<file path="src/rtl/uart_hr_pkg.sv">
package uart_hr_pkg;

   localparam int BYTE_W = 8;

   typedef enum logic [2:0] {
      OFS_DATA    = 3'd0,
      OFS_INTEN   = 3'd1,
      OFS_FIFO    = 3'd2,
      OFS_LINE    = 3'd3,
      OFS_MODEM   = 3'd4,
      OFS_LSTAT   = 3'd5,
      OFS_MSTAT   = 3'd6,
      OFS_SCRATCH = 3'd7
   } reg_ofs_e;

   // Fill level selected by the two trigger bits of FIFO control
   function automatic int unsigned trig_level(input logic [1:0] sel);
      case (sel)
         2'b00:   trig_level = 1;
         2'b01:   trig_level = 4;
         2'b10:   trig_level = 8;
         default: trig_level = 14;
      endcase
   endfunction

endpackage

</file>
<file path="src/rtl/uart_hr_csr.sv">
module uart_hr_csr
   import uart_hr_pkg::*;
#(
   parameter int                 IE_W    = 4,
   parameter int                 MC_W    = 6,
   parameter logic [2*BYTE_W-1:0] DIV_RST = 16'd1
) (
   input  logic                clk_i,
   input  logic                rst_ni,
   input  logic [2:0]          addr_i,
   input  logic                wr_en_i,
   input  logic [BYTE_W-1:0]   wdata_i,
   output logic [IE_W-1:0]     int_en_o,
   output logic [BYTE_W-1:0]   line_ctl_o,
   output logic [MC_W-1:0]     modem_ctl_o,
   output logic [BYTE_W-1:0]   scratch_o,
   output logic [2*BYTE_W-1:0] divisor_o,
   output logic                fifo_en_o,
   output logic                dma_mode_o,
   output logic [1:0]          trig_sel_o,
   output logic                rx_clear_now_o,
   output logic                rx_flush_o,
   output logic                tx_flush_o,
   output logic                tx_push_o,
   output logic [BYTE_W-1:0]   tx_data_o,
   output logic                dlab_o
);

   localparam int DIV_W = 2 * BYTE_W;

   initial begin
      if (IE_W < 1 || IE_W > BYTE_W) $error("IE_W out of range");
      if (MC_W < 6 || MC_W > BYTE_W) $error("MC_W must cover the six modem bits");
      if (DIV_RST == '0) $error("divisor reset value must be nonzero");
   end

   logic [IE_W-1:0]   ie_q;
   logic [BYTE_W-1:0] lc_q;
   logic [MC_W-1:0]   mc_q;
   logic [BYTE_W-1:0] scr_q;
   logic [DIV_W-1:0]  div_q;
   logic              fen_q, dma_q;
   logic [1:0]        tsel_q;
   logic              rxf_q, txf_q, txp_q;
   logic [BYTE_W-1:0] thr_q;

   logic dlab;
   logic fcr_wr, data_wr, lo_div_wr, hi_div_wr, ie_wr;
   logic en_change, rx_clr, tx_clr;

   assign dlab      = lc_q[BYTE_W-1];
   assign fcr_wr    = wr_en_i && (addr_i == OFS_FIFO);
   assign data_wr   = wr_en_i && (addr_i == OFS_DATA)  && !dlab;
   assign ie_wr     = wr_en_i && (addr_i == OFS_INTEN) && !dlab;
   assign lo_div_wr = wr_en_i && (addr_i == OFS_DATA)  && dlab;
   assign hi_div_wr = wr_en_i && (addr_i == OFS_INTEN) && dlab;
   assign en_change = fcr_wr && (wdata_i[0] != fen_q);
   assign rx_clr    = (fcr_wr && wdata_i[1]) || en_change;
   assign tx_clr    = (fcr_wr && wdata_i[2]) || en_change;

   always_ff @(posedge clk_i) begin
      if (!rst_ni) begin
         ie_q   <= '0;
         lc_q   <= '0;
         mc_q   <= '0;
         scr_q  <= '0;
         div_q  <= DIV_RST;
         fen_q  <= 1'b0;
         dma_q  <= 1'b0;
         tsel_q <= 2'b00;
         thr_q  <= '0;
      end else begin
         if (ie_wr)     ie_q <= wdata_i[IE_W-1:0];
         if (lo_div_wr) div_q[BYTE_W-1:0] <= wdata_i;
         if (hi_div_wr) div_q[DIV_W-1:BYTE_W] <= wdata_i;
         if (data_wr)   thr_q <= wdata_i;
         if (fcr_wr) begin
            fen_q  <= wdata_i[0];
            dma_q  <= wdata_i[3];
            tsel_q <= wdata_i[7:6];
         end
         if (wr_en_i) begin
            case (addr_i)
               OFS_LINE:    lc_q  <= wdata_i;
               OFS_MODEM:   mc_q  <= wdata_i[MC_W-1:0];
               OFS_SCRATCH: scr_q <= wdata_i;
               default: ;
            endcase
         end
      end
   end

   // Pulses are registered and self-clearing; never held in any register
   always_ff @(posedge clk_i) begin
      if (!rst_ni) begin
         rxf_q <= 1'b0;
         txf_q <= 1'b0;
         txp_q <= 1'b0;
      end else begin
         rxf_q <= rx_clr;
         txf_q <= tx_clr;
         txp_q <= data_wr;
      end
   end

   assign int_en_o       = ie_q;
   assign line_ctl_o     = lc_q;
   assign modem_ctl_o    = mc_q;
   assign scratch_o      = scr_q;
   assign divisor_o      = div_q;
   assign fifo_en_o      = fen_q;
   assign dma_mode_o     = dma_q;
   assign trig_sel_o     = tsel_q;
   assign rx_clear_now_o = rx_clr;
   assign rx_flush_o     = rxf_q;
   assign tx_flush_o     = txf_q;
   assign tx_push_o      = txp_q;
   assign tx_data_o      = thr_q;
   assign dlab_o         = dlab;


   div_hold_chk: assert property (@(posedge clk_i) disable iff (!rst_ni)
      !(wr_en_i && dlab && (addr_i == OFS_DATA || addr_i == OFS_INTEN)) |=> $stable(div_q));

   ie_hold_dlab_chk: assert property (@(posedge clk_i) disable iff (!rst_ni)
      (wr_en_i && dlab && addr_i == OFS_INTEN) |=> $stable(ie_q));

   tx_push_src_chk: assert property (@(posedge clk_i) disable iff (!rst_ni)
      $rose(txp_q) |-> $past(wr_en_i && addr_i == OFS_DATA && !dlab));

   rx_flush_src_chk: assert property (@(posedge clk_i) disable iff (!rst_ni)
      rxf_q |-> $past(fcr_wr));

   ro_offset_chk: assert property (@(posedge clk_i) disable iff (!rst_ni)
      (wr_en_i && (addr_i == OFS_LSTAT || addr_i == OFS_MSTAT))
         |=> ($stable(lc_q) && $stable(mc_q) && $stable(scr_q) && $stable(ie_q)));

endmodule

</file>
<file path="src/rtl/uart_hr_rxfifo.sv">
module uart_hr_rxfifo
   import uart_hr_pkg::*;
#(
   parameter int DEPTH = 16,
   parameter int DW    = BYTE_W,
   localparam int PTR_W = $clog2(DEPTH),
   localparam int CNT_W = $clog2(DEPTH + 1)
) (
   input  logic             clk_i,
   input  logic             rst_ni,
   input  logic             clear_i,
   input  logic             single_i,
   input  logic             push_i,
   input  logic [DW-1:0]    din_i,
   input  logic             pop_i,
   output logic [DW-1:0]    head_o,
   output logic [CNT_W-1:0] count_o
);

   initial begin
      if (DEPTH < 14) $error("DEPTH must reach the highest trigger level");
      if ((1 << PTR_W) != DEPTH) $error("DEPTH must be a power of two");
   end

   logic [DW-1:0]    mem_q [DEPTH];
   logic [PTR_W-1:0] wr_ptr_q, rd_ptr_q;
   logic [CNT_W-1:0] cnt_q;
   logic [CNT_W-1:0] cap;
   logic             empty, full, do_pop, do_push;

   assign cap     = single_i ? CNT_W'(1) : CNT_W'(DEPTH);
   assign empty   = (cnt_q == '0);
   assign full    = (cnt_q >= cap);
   assign do_pop  = pop_i && !empty;
   assign do_push = push_i && (!full || do_pop);

   always_ff @(posedge clk_i) begin
      if (!rst_ni) begin
         wr_ptr_q <= '0;
         rd_ptr_q <= '0;
         cnt_q    <= '0;
      end else if (clear_i) begin
         wr_ptr_q <= '0;
         rd_ptr_q <= '0;
         cnt_q    <= '0;
      end else begin
         if (do_push) wr_ptr_q <= wr_ptr_q + 1'b1;
         if (do_pop)  rd_ptr_q <= rd_ptr_q + 1'b1;
         case ({do_push, do_pop})
            2'b10:   cnt_q <= cnt_q + 1'b1;
            2'b01:   cnt_q <= cnt_q - 1'b1;
            default: ;
         endcase
      end
   end

   always_ff @(posedge clk_i) begin
      if (do_push && !clear_i) mem_q[wr_ptr_q] <= din_i;
   end

   assign head_o  = mem_q[rd_ptr_q];
   assign count_o = cnt_q;


   count_bound_chk: assert property (@(posedge clk_i) disable iff (!rst_ni)
      cnt_q <= CNT_W'(DEPTH));

   clear_empties_chk: assert property (@(posedge clk_i) disable iff (!rst_ni)
      clear_i |=> (cnt_q == '0));

   single_bound_chk: assert property (@(posedge clk_i) disable iff (!rst_ni)
      (single_i && $stable(single_i)) |-> (cnt_q <= CNT_W'(1)));

endmodule

</file>
<file path="src/rtl/uart_hr_rxtrig.sv">
module uart_hr_rxtrig
   import uart_hr_pkg::*;
#(
   parameter int CNT_W     = 5,
   parameter bit REGISTERED = 1'b0
) (
   input  logic             clk_i,
   input  logic             rst_ni,
   input  logic             fifo_en_i,
   input  logic [1:0]       sel_i,
   input  logic [CNT_W-1:0] count_i,
   output logic             trig_o
);

   initial begin
      if (CNT_W < 4) $error("CNT_W too narrow for level 14");
   end

   logic [CNT_W-1:0] level;
   logic             hit;

   assign level = fifo_en_i ? CNT_W'(trig_level(sel_i)) : CNT_W'(1);
   assign hit   = (count_i >= level);

   generate
      if (REGISTERED) begin : g_reg
         logic trig_q;
         always_ff @(posedge clk_i) begin
            if (!rst_ni) trig_q <= 1'b0;
            else         trig_q <= hit;
         end
         assign trig_o = trig_q;
      end else begin : g_comb
         assign trig_o = hit;

         trig_nonempty_chk: assert property (@(posedge clk_i) disable iff (!rst_ni)
            trig_o |-> (count_i != '0));

         trig_single_chk: assert property (@(posedge clk_i) disable iff (!rst_ni)
            (!fifo_en_i && count_i != '0) |-> trig_o);
      end
   endgenerate

endmodule

</file>
<file path="src/rtl/uart_hostregs.sv">
module uart_hostregs
   import uart_hr_pkg::*;
#(
   parameter int  RX_DEPTH  = 16,
   parameter bit  TRIG_REG  = 1'b0,
   localparam int CNT_W     = $clog2(RX_DEPTH + 1)
) (
   input  logic              clk_i,
   input  logic              rst_ni,
   input  logic [2:0]        addr_i,
   input  logic              wr_en_i,
   input  logic              rd_en_i,
   input  logic [7:0]        wdata_i,
   output logic [7:0]        rdata_o,
   input  logic [3:0]        int_id_i,
   input  logic [6:0]        line_stat_i,
   input  logic [7:0]        modem_stat_i,
   input  logic              rx_push_i,
   input  logic [7:0]        rx_byte_i,
   output logic              tx_push_o,
   output logic [7:0]        tx_data_o,
   output logic [3:0]        int_en_o,
   output logic [7:0]        line_ctl_o,
   output logic [15:0]       divisor_o,
   output logic              dtr_o,
   output logic              rts_o,
   output logic              out1_o,
   output logic              out2_o,
   output logic              loopback_o,
   output logic              auto_flow_o,
   output logic              fifo_en_o,
   output logic              dma_mode_o,
   output logic              rx_flush_o,
   output logic              tx_flush_o,
   output logic              rx_trig_o,
   output logic [CNT_W-1:0]  rx_count_o
);

   localparam int IE_W = 4;
   localparam int MC_W = 6;

   logic [IE_W-1:0] ie;
   logic [7:0]      lc, scr, head;
   logic [MC_W-1:0] mc;
   logic [15:0]     div;
   logic            fen, dma, clr_now, dlab;
   logic [1:0]      tsel;
   logic            pop;
   logic [CNT_W-1:0] cnt;

   uart_hr_csr #(.IE_W(IE_W), .MC_W(MC_W), .DIV_RST(16'd1)) csr_i (
      .clk_i          (clk_i),
      .rst_ni         (rst_ni),
      .addr_i         (addr_i),
      .wr_en_i        (wr_en_i),
      .wdata_i        (wdata_i),
      .int_en_o       (ie),
      .line_ctl_o     (lc),
      .modem_ctl_o    (mc),
      .scratch_o      (scr),
      .divisor_o      (div),
      .fifo_en_o      (fen),
      .dma_mode_o     (dma),
      .trig_sel_o     (tsel),
      .rx_clear_now_o (clr_now),
      .rx_flush_o     (rx_flush_o),
      .tx_flush_o     (tx_flush_o),
      .tx_push_o      (tx_push_o),
      .tx_data_o      (tx_data_o),
      .dlab_o         (dlab)
   );

   assign pop = rd_en_i && (addr_i == OFS_DATA) && !dlab;

   uart_hr_rxfifo #(.DEPTH(RX_DEPTH), .DW(8)) rxq_i (
      .clk_i    (clk_i),
      .rst_ni   (rst_ni),
      .clear_i  (clr_now),
      .single_i (!fen),
      .push_i   (rx_push_i),
      .din_i    (rx_byte_i),
      .pop_i    (pop),
      .head_o   (head),
      .count_o  (cnt)
   );

   uart_hr_rxtrig #(.CNT_W(CNT_W), .REGISTERED(TRIG_REG)) trig_i (
      .clk_i     (clk_i),
      .rst_ni    (rst_ni),
      .fifo_en_i (fen),
      .sel_i     (tsel),
      .count_i   (cnt),
      .trig_o    (rx_trig_o)
   );

   always_comb begin
      case (addr_i)
         OFS_DATA:    rdata_o = dlab ? div[7:0]  : head;
         OFS_INTEN:   rdata_o = dlab ? div[15:8] : {{(8-IE_W){1'b0}}, ie};
         OFS_FIFO:    rdata_o = {fen, fen, 2'b00, int_id_i};
         OFS_LINE:    rdata_o = lc;
         OFS_MODEM:   rdata_o = {{(8-MC_W){1'b0}}, mc};
         OFS_LSTAT:   rdata_o = {line_stat_i, (cnt != '0)};
         OFS_MSTAT:   rdata_o = modem_stat_i;
         default:     rdata_o = scr;
      endcase
   end

   assign int_en_o    = ie;
   assign line_ctl_o  = lc;
   assign divisor_o   = div;
   assign dtr_o       = mc[0];
   assign rts_o       = mc[1];
   assign out1_o      = mc[2];
   assign out2_o      = mc[3];
   assign loopback_o  = mc[4];
   assign auto_flow_o = mc[5];
   assign fifo_en_o   = fen;
   assign dma_mode_o  = dma;
   assign rx_count_o  = cnt;


   pop_drains_chk: assert property (@(posedge clk_i) disable iff (!rst_ni)
      (pop && !rx_push_i && !clr_now && cnt != '0) |=> (cnt == $past(cnt) - 1'b1));

   divisor_nonzero_chk: assert property (@(posedge clk_i) disable iff (!rst_ni)
      $rose(rst_ni) |-> (div == 16'd1));

endmodule

</file>
<file path="config.mk">
export PLATFORM = sky130hd
export DESIGN_NAME = uart_hostregs
export DESIGN_NICKNAME = d
export VERILOG_FILES = /design/src/rtl/uart_hr_pkg.sv /design/src/rtl/uart_hr_csr.sv /design/src/rtl/uart_hr_rxfifo.sv /design/src/rtl/uart_hr_rxtrig.sv /design/src/rtl/uart_hostregs.sv
export SDC_FILE = /design/constraint.sdc
export NUM_CORES = 1
export LEC_CHECK = 0
export ABC_AREA = 1
export CORE_MARGIN = 4
export CORE_UTILIZATION = 30
export DETAILED_ROUTE_END_ITERATION = 7
export SETUP_SLACK_MARGIN = 0.3
export SLEW_MARGIN = 5
export SYNTH_ARGS = -nofsm -noshare
export SYNTH_HDL_FRONTEND = slang
export SYNTH_HIERARCHICAL = 1
export SYNTH_SLANG_ARGS = --single-unit
</file>
<file path="constraint.sdc">
create_clock -name clk_i -period 5.4 [get_ports clk_i]
set_clock_uncertainty 0.05 [all_clocks]
set_input_delay 1.08 -clock clk_i [delete_from_list [all_inputs] [get_ports clk_i]]
set_output_delay 1.08 -clock clk_i [all_outputs]
set_load 0.01 [all_outputs]
</file>
==> impl_metrics.yaml, run 1 <==
clock_network:
  ctsResizeCount: 0
  cts_tree: "yes"
  cts_root_buf: "clkbuf_16"
  clock-sinks: 202
  cts.clk_slew.worst_paths_ps: 60
  cts_buffers: 22
  cts_setup_buffers: 0
  clk_latency_ps: 500
  ctsHoldBuffers: 0
  clk_path_buf_depth: 3
  cts_htree_levels: 1
sta:
  hold_violations: 0
  fmax_mhz: 221
  fin_hold_ws_ps: 424
  period_share: 0.839
  min_period_ps: 4530
  tns_ps: 0
  rsz0062_at_grt: "false"
  tightest_slew_ps: 1080
  setup_viol: 0
  maxSlewViolCount: 0
  slew_headroom: 0.277
setup_path:
  crit_family: "buffers and inverters"
  cp-startpoint: "addr_i[1]"
  critical_path.max_fanout: 16
  cp_cell_sequence: "clkdlybuf4s50_1 -> nor2_2 -> nand2_1 -> a21oi_1 -> nor2_1 -> nand3_1 -> clkdlybuf4s50_1"
  crit_arrival_ps: 3400
  critPathBufInv: 2
  crit_type: "in -> out"
  critPathSlowestCell: "clkdlybuf4s50_1"
  crit_path_frequent_cell: "clkdlybuf4s50_1"
  ff2ff_setup_slack_ps: 2560
  start_kind: "primary input"
  r2r-start: "csr_i/fifo_en_o$_SDFFE_PN0P_"
  worstPathRequired_ps: 4270
  critical-path-max-stage-delay_ps: 740
  setup.worst_path.end_class: "output pin"
synth:
  synth.area.top_cells: "edfxtp_1, dfxtp_1, nand2_1"
  synth_area_um2: 9420
  async_flop_share: 0
  ys_top_cells_by_count: "nand2_1, nor2_1, edfxtp_1"
  syn_area_per_cell_um2: 9.18
  synth-seq-cells: 202
  yosys_warnings: 6
  synth_edf_count: 128
  syn_inst: 1027
  synth_top_area_frac: 0.408
  synth_top_area_cell: "edfxtp_1"
  synthDistinctLibCells: 36
  yosysMostFrequentCell: "nand2_1"
  seq_area_frac_synth: 0.565
  synth_flop_cell: "edfxtp_1"
  syn_nets: 1085
routing:
  vias_per_cell: 4.68
  drtIter0Drc: 637
  drcViolationCount: 0
  avgRoutedWirePerCell_um: 16.6
  num_vias: 7195
  ant_nets: 0
  wirelength_um: 25600
  dr.pass1.iters: 5
power:
  p_leak_uw: 0.00447
  power.switching_uw: 1070
  ir_drop_mv: 0.190
  p_int_uw: 2790
  seqPwrFrac: 0.461
  switching_share: 0.276
  clock_power_share: 0.366
  combinationalPowerShare: 0.173
  p_per_area_nw_per_um2: 336
final_layout:
  regArea_um2: 5330
  multiInputGateArea_um2: 3300
  finalInstanceArea_um2: 11500
  area_delta_synth_final_pct: 21.7
  drive_above_1_share: 0.0700
  final_util: 0.373
  finalNetCount: 1185
  diodes: 0
  nFillCells: 3128
global_routing:
  overflow: 0
  grt_util_all_layers: 0.147
  grt_max_degree: 63
  grt_pass1_vias: 6875
  grt_pass1_wl_um: 39700
  antenna_found_initial: 0
floorplan:
  coreArea_um2: 30700
  die_y_um: 185
  rows: 64
  die_x_um: 185
  io_pins: 104
  die-area_um2: 34300
  start_util: 0.306
min_path:
  hp-class: "reg -> reg"
  min_from: "rxq_i/rd_ptr_q[3]$_SDFFE_PP0N_"
placed_design:
  place_congestion: 0.893
  numPortBuffers: 103
  placed_area_um2: 10800
  detailed_place_hpwl_um: 17600
run_status:
  status: "completed"
job:
  drv_cap: 0
## final timing paths
check,endpoint,cells after the start
max,rdata_o[1],7
min,flip-flop,2
max reg2reg,rxq_i/mem_q[9][5]$_DFFE_PP_,11
min reg2reg,flip-flop,2
## routing by layer
metal  track usage  share of wire  wire length (um)  vias to the layer above
li1              -              -                 -                     3590
met4        0.0364          0.023               599                        0
met3        0.0367          0.080              2050                       37
met1         0.209           0.46             11700                     3329
met2         0.226           0.44             11300                      239
met5             0              0                 0                        -
## area by class of cell
| class | instances | share of cell area |
|---|---|---|
| multi-input cells | 642 | 0.288 |
| clock inverters | 10 | 0.00687 |
| flip-flops and latches | 202 | 0.465 |
| inverters | 142 | 0.0467 |
| well taps | 396 | 0.0432 |
| repair buffers | 117 | 0.0997 |
| clock buffers | 30 | 0.0515 |
## worst min-delay path, stage by stage (launching register included)
cell and delay [ps]:
dfxtp_1 300, inv_1 50, a21oi_1 80
## cells in the final DEF, fill, tap and decap left out, types with 3 or more instances in the layout
master           instances
clkbuf_16               22
nand2_1                194
nand3_1                 48
clkinv_1                 7
o211ai_1                32
ha_1                    14
o21ai_0                 75
xor2_1                   3
edfxtp_1               128
a21oi_1                 44
nand4_1                 11
inv_1                  125
o21ai_1                  3
mux2i_1                 32
nand2_2                  3
clkdlybuf4s50_1        102
nor3_1                   8
dfxtp_1                 73
nor2_1                 152
clkbuf_1                 7
buf_4                   13
nor2_4                   6
nor2_2                   4
inv_2                   15
## per-stage QoR
step           setup WS, ps  power, uW  cells
6_report                869       3860   1539
3_3_place_gp            968       2480   1499
4_1_cts                 856       3900   1539
2_1_floorplan          2190       2220   1027
5_1_grt                 670       4060   1539
3_5_place_dp            887       2480   1499
## sequential cells by signal, summed over array words and instances, names as in the netlist, named ones only
signal,flops
csr_i/tx_data_o,8
csr_i/line_ctl_o,8
csr_i/dma_mode_o,1
rxq_i/count_o,5
csr_i/fifo_en_o,1
csr_i/scratch_o,8
csr_i/int_en_o,4
rxq_i/mem_q,128
csr_i/rx_flush_o,1
csr_i/divisor_o,16
csr_i/tx_flush_o,1
csr_i/tx_push_o,1
csr_i/modem_ctl_o,6
rxq_i/rd_ptr_q,4
rxq_i/wr_ptr_q,4
csr_i/trig_sel_o,2
## logic make-up (layout without fill, tap and decap cells)
family / after synthesis / count (layout) / share of synthesized area
adder cells (fa/ha/maj): 15 / 15 / 0.0207
AND/OR/NAND/NOR: 435 / 435 / 0.199
multiplexers: 32 / 32 / 0.0340
flip-flops: 202 / 202 / 0.565
AO/OA/AOI/OAI: 155 / 155 / 0.0920
buffers and inverters: 183 / 299 / 0.0848
XOR/XNOR: 5 / 5 / 0.00465
## power by group through the flow
stage               combinational [uW]  sequential, uW  clock (uW)
floorplan                          429            1790           0
global placement                   667            1810           0
detailed placement                 668            1810           0
CTS                                673            1780        1440
global route                       756            1790        1520
finish                             669            1780        1410
Power figures use the tool's default switching activity.
==> run 2, diff against run 1 <==
clock period = 4.75 ns   (was 5.4 ns; I/O delays follow)
==> impl_metrics.yaml, run 2 (synthesis gave the netlist of run 1 again) <==
run_status:
  status: "completed"
sta:
  slew_headroom: 0.326
  tns_ps: 0
  tightest_slew_ps: 1010
  fmax_mhz: 236
  rsz0062_at_grt: "false"
  min_period_ps: 4240
  hold_violations: 0
  maxSlewViolCount: 0
  setup_viol: 0
  period_share: 0.892
power:
  p_per_area_nw_per_um2: 389
  finalPower_uw: 4500
  p_leak_uw: 0.00452
  switching_share: 0.273
  seqPwrFrac: 0.450
  p_int_uw: 3270
  power.switching_uw: 1230
  clock_power_share: 0.376
  combinationalPowerShare: 0.175
  ir_drop_mv: 0.264
final_layout:
  largest_register_ffs: 128
  top_register: "rxq_i/mem_q"
  instances_no_fill: 1544
  final_common_cell: "nand2_1"
  area_delta_synth_final_pct: 22.7
  layout_common_cells: "nand2_1, nor2_1, edfxtp_1, inv_1, clkdlybuf4s50_1"
  diodes: 0
  drive_above_1_share: 0.0801
  multiInputGateArea_um2: 3300
  finalInstanceArea_um2: 11600
  nFillCells: 3093
  finalNetCount: 1190
  regArea_um2: 5330
clock_network:
  cts_buffers: 22
  clock-sinks: 202
  cts_htree_levels: 1
  clk_latency_ps: 500
  clk_path_buf_depth: 3
  ctsResizeCount: 0
  ctsHoldBuffers: 0
  cts.clk_slew.worst_paths_ps: 60
  cts_tree: "yes"
  cts_root_buf: "clkbuf_16"
  cts_setup_buffers: 0
floorplan:
  rows: 64
  coreArea_um2: 30700
  die_x_um: 185
  die-area_um2: 34300
  start_util: 0.306
  io_pins: 104
  die_y_um: 185
job:
  drv_cap: 0
min_path:
  min_from: "rxq_i/rd_ptr_q[3]$_SDFFE_PP0N_"
  hold_end: "rxq_i/rd_ptr_q[3]$_SDFFE_PP0N_"
  min_path_cells: 2
  hp-class: "reg -> reg"
routing:
  avgRoutedWirePerCell_um: 16.8
  vias_per_cell: 4.72
  ant_nets: 0
  drtIter0Drc: 708
  num_vias: 7286
  drcViolationCount: 0
  dr.pass1.iters: 5
  wirelength_um: 26000
setup_path:
  r2r-start: "csr_i/fifo_en_o$_SDFFE_PN0P_"
  setup.worst_path.end_class: "output pin"
  r2r_cells: 11
  crit_arrival_ps: 3240
  cp_cell_sequence: "buf_4 -> mux2i_1 -> o21ai_0 -> o211ai_1 -> nand2_1 -> nand2_1 -> a21oi_1 -> nor2_1 -> nand3_1 -> clkdlybuf4s50_1"
  crit_path_frequent_cell: "nand2_1"
  r2r_end: "rxq_i/mem_q[9][4]$_DFFE_PP_"
  start_kind: "flip-flop"
  critical-path-max-stage-delay_ps: 680
  worstPathRequired_ps: 3750
  ff2ff_setup_slack_ps: 1940
  crit_type: "reg -> out"
  critPathSlowestCell: "dfxtp_4"
  critical_path.max_fanout: 42
global_routing:
  grtUsageMet1: 0.209
  grt_util_all_layers: 0.148
  grt.met3_usage: 0.0393
  grt_pass1_wl_um: 40000
  grt_pass1_vias: 6987
  overflow: 0
  antenna_found_initial: 0
  use_met2: 0.227
  grt_max_degree: 58
  grt.busiest_layer: "met2"
placed_design:
  placed_area_um2: 10800
  numPortBuffers: 103
  dp_cells: 1503
  detailed_place_hpwl_um: 17900
  place_congestion: 0.914
run 2: cell types whose count changed in the layout (fill, tap and decap cells not counted), sizes merged:
cell / previous run / this run
clkinvlp: 0 / 2
clkbuf: 30 / 29
buf: 15 / 19
inv: 141 / 140
bufinv: 1 / 2
run 2: per-layer routing:
| layer | vias up | routed length, um |
|---|---|---|
| met5 | - | 0 |
| met4 | 0 | 576 |
| met3 | 45 | 2200 |
| met2 | 259 | 11500 |
| met1 | 3396 | 11700 |
| li1 | 3586 | - |
run 2: how the worst max path moves through the flow:
stage	slack [ps]	startpoint	to	depth (start not counted)
after floorplan	1670	addr_i[2]	rxq_i/count_o[4]$_SDFFE_PP0P_	17
after global placement	690	addr_i[0]	rxq_i/count_o[4]$_SDFFE_PP0P_	17
after detailed placement	560	addr_i[0]	rxq_i/count_o[4]$_SDFFE_PP0P_	17
after CTS	360	flip-flop	rdata_o[4]	11
after global routing	320	flip-flop	rdata_o[1]	10
final	510	flip-flop	rdata_o[3]	10
run 2: worst max-delay path: cells and delay by family, from the launching register on:
| kind | cells | cell delay (ps) |
|---|---|---|
| compound gates | 3 | 360 |
| simple gates | 4 | 540 |
| mux | 1 | 240 |
| flops | 1 | 680 |
| buf+inv | 2 | 880 |
run 2: through the flow:
step	setup slack (ps)	util	hold WS, ps
after floorplan	1670	-	386
after global placement	687	0.352	404
after detailed placement	556	0.352	413
after CTS	357	0.376	424
after global routing	317	0.376	456
final	511	0.376	428
run 2: area by class of cell:
cell class,count,area share
Sequential cell,202,0.461
Multi-Input combinational cell,642,0.285
Timing Repair Buffer,121,0.102
Clock buffer,29,0.0526
Inverter,142,0.0466
Tap cell,396,0.0429
Clock inverter,11,0.00952
Timing Repair inverter,1,0.000649
run 2: power groups by stage:
stage	combinational (uW)	clock [uW]	sequential, uW
2_1_floorplan	487	0	2040
3_3_place_gp	779	0	2060
3_5_place_dp	784	0	2060
4_1_cts	789	1740	2020
5_1_grt	879	1820	2030
6_report	786	1690	2020
==> run 3, diff against run 2 <==
clock period = 4.52 ns   (was 4.75 ns; I/O delays follow)
==> impl_metrics.yaml, run 3 (synthesis gave the netlist of run 1 again) <==
setup_path:
  crit_path_frequent_cell: "clkdlybuf4s50_1"
  start_kind: "primary input"
  crit_family: "buffers and inverters"
  crit_type: "in -> out"
  critPathBufInv: 2
  setup.worst_path.end_class: "output pin"
  cp_cell_sequence: "clkdlybuf4s50_1 -> nor2_2 -> nand2_1 -> a21oi_1 -> nor2_1 -> nand3_1 -> clkdlybuf4s50_1"
  critPathSlowestCell: "clkdlybuf4s50_1"
  critical-path-max-stage-delay_ps: 620
  crit_arrival_ps: 3100
  critical_path.max_fanout: 9
  worstPathRequired_ps: 3570
clock_network:
  clock-sinks: 202
  cts.clk_slew.worst_paths_ps: 60
  cts_root_buf: "clkbuf_16"
  cts_tree: "yes"
  clk_latency_ps: 510
  clk_path_buf_depth: 3
  cts_htree_levels: 1
  cts_buffers: 22
floorplan:
  coreArea_um2: 30700
  die-area_um2: 34300
  die_y_um: 185
  die_x_um: 185
  io_pins: 104
  start_util: 0.306
  rows: 64
sta:
  min_period_ps: 4060
  slew_headroom: 0.474
  setup_viol: 0
  maxSlewViolCount: 0
  rsz0062_at_grt: "false"
  tns_ps: 0
  period_share: 0.898
  fmax_mhz: 246
  tightest_slew_ps: 786
  hold_violations: 0
min_path:
  hp-class: "reg -> reg"
routing:
  avgRoutedWirePerCell_um: 16.6
  wirelength_um: 25600
  ant_nets: 0
  wl_met3_um: 1730
  vias_per_cell: 4.64
  num_vias: 7174
  route.top_layer_used: "met4"
  drcViolationCount: 0
  routed-wl-met2_um: 11500
  drtIter0Drc: 561
  wl_met1_um: 11900
  dr.pass1.iters: 5
power:
  ir_drop_mv: 0.221
  combinationalPowerShare: 0.180
  seqPwrFrac: 0.464
  switching_share: 0.284
  p_per_area_nw_per_um2: 396
  clock_power_share: 0.357
  p_leak_uw: 0.00448
  power.switching_uw: 1300
  p_int_uw: 3280
global_routing:
  grt_util_all_layers: 0.147
  grt_pass1_wl_um: 39900
  overflow: 0
  antenna_found_initial: 0
  grt_max_degree: 56
  grt_pass1_vias: 7065
placed_design:
  placed_area_um2: 10900
  place_congestion: 0.909
  detailed_place_hpwl_um: 17700
  numPortBuffers: 103
final_layout:
  nFillCells: 3158
  diodes: 0
  finalInstanceArea_um2: 11500
  drive_above_1_share: 0.0808
  layout_common_cells: "nand2_1, nor2_1, edfxtp_1, inv_1, clkdlybuf4s50_1"
  finalNetCount: 1193
  final_common_cell: "nand2_1"
  area_delta_synth_final_pct: 22.5
  largest_register_ffs: 128
  top_register: "rxq_i/mem_q"
job:
  drv_cap: 0
run_status:
  status: "completed"
[run 3: power by group through the flow]
stage | logic [uW] | registers (uW) | clock network, uW
CTS | 816 | 2130 | 1670
global placement | 803 | 2160 | 0
floorplan | 512 | 2140 | 0
detailed placement | 808 | 2170 | 0
global route | 915 | 2130 | 1770
finish | 823 | 2120 | 1630
[run 3: final cells by class]
class | instances | area [um^2] | area share
flip-flops and latches | 202 | 5330 | 0.462
multi-input cells | 642 | 3300 | 0.286
repair buffers | 125 | 1220 | 0.105
clock buffers | 25 | 562 | 0.0487
inverters | 142 | 536 | 0.0464
well taps | 396 | 495 | 0.0429
clock inverters | 15 | 97.6 | 0.00846
[run 3: final timing paths]
path | startpoint | endpoint | slack [ps] | depth (start not counted)
max | addr_i[0] | rdata_o[1] | 460 | 7
min reg2reg | rxq_i/rd_ptr_q[3]$_SDFFE_PP0N_ | flip-flop | 410 | 2
min | rxq_i/rd_ptr_q[3]$_SDFFE_PP0N_ | flip-flop | 410 | 2
max reg2reg | csr_i/fifo_en_o$_SDFFE_PN0P_ | rxq_i/mem_q[9][3]$_DFFE_PP_ | 1700 | 11
[run 3: worst reg2reg max path, stage by stage, from the launching register on]
cell and delay, ps:
dfxtp_1 570, inv_1 120, ha_1 340, nand2_1 60
inv_1 30, nand3_1 50, nand2_1 90, nor2_4 160
o21ai_4 100, nor2_2 120, nand2_1 180, nor2_1 580
[run 3: through the flow]
stage	utilization	power [uW]	hold slack (ps)	worst slack, ps	std cells
finish	0.375	4570	410	462	1547
global route	0.375	4810	476	323	1547
CTS	0.374	4620	418	337	1546
detailed placement	0.353	2970	412	329	1506
global placement	0.353	2970	408	436	1506
floorplan	-	2660	386	1480	1027
[run 3: per-layer routing]
metal,vias up,global-route usage
li1,3598,-
met1,3334,0.206
met2,207,0.229
met3,35,0.0375
met4,0,0.0355
met5,-,0
[run 3: what timing repair did]
action	4_1_cts	5_1_grt
setup endpoints to repair	0	8
buffers inserted	0	1
hold buffers	0	0
gates resized for setup	0	1
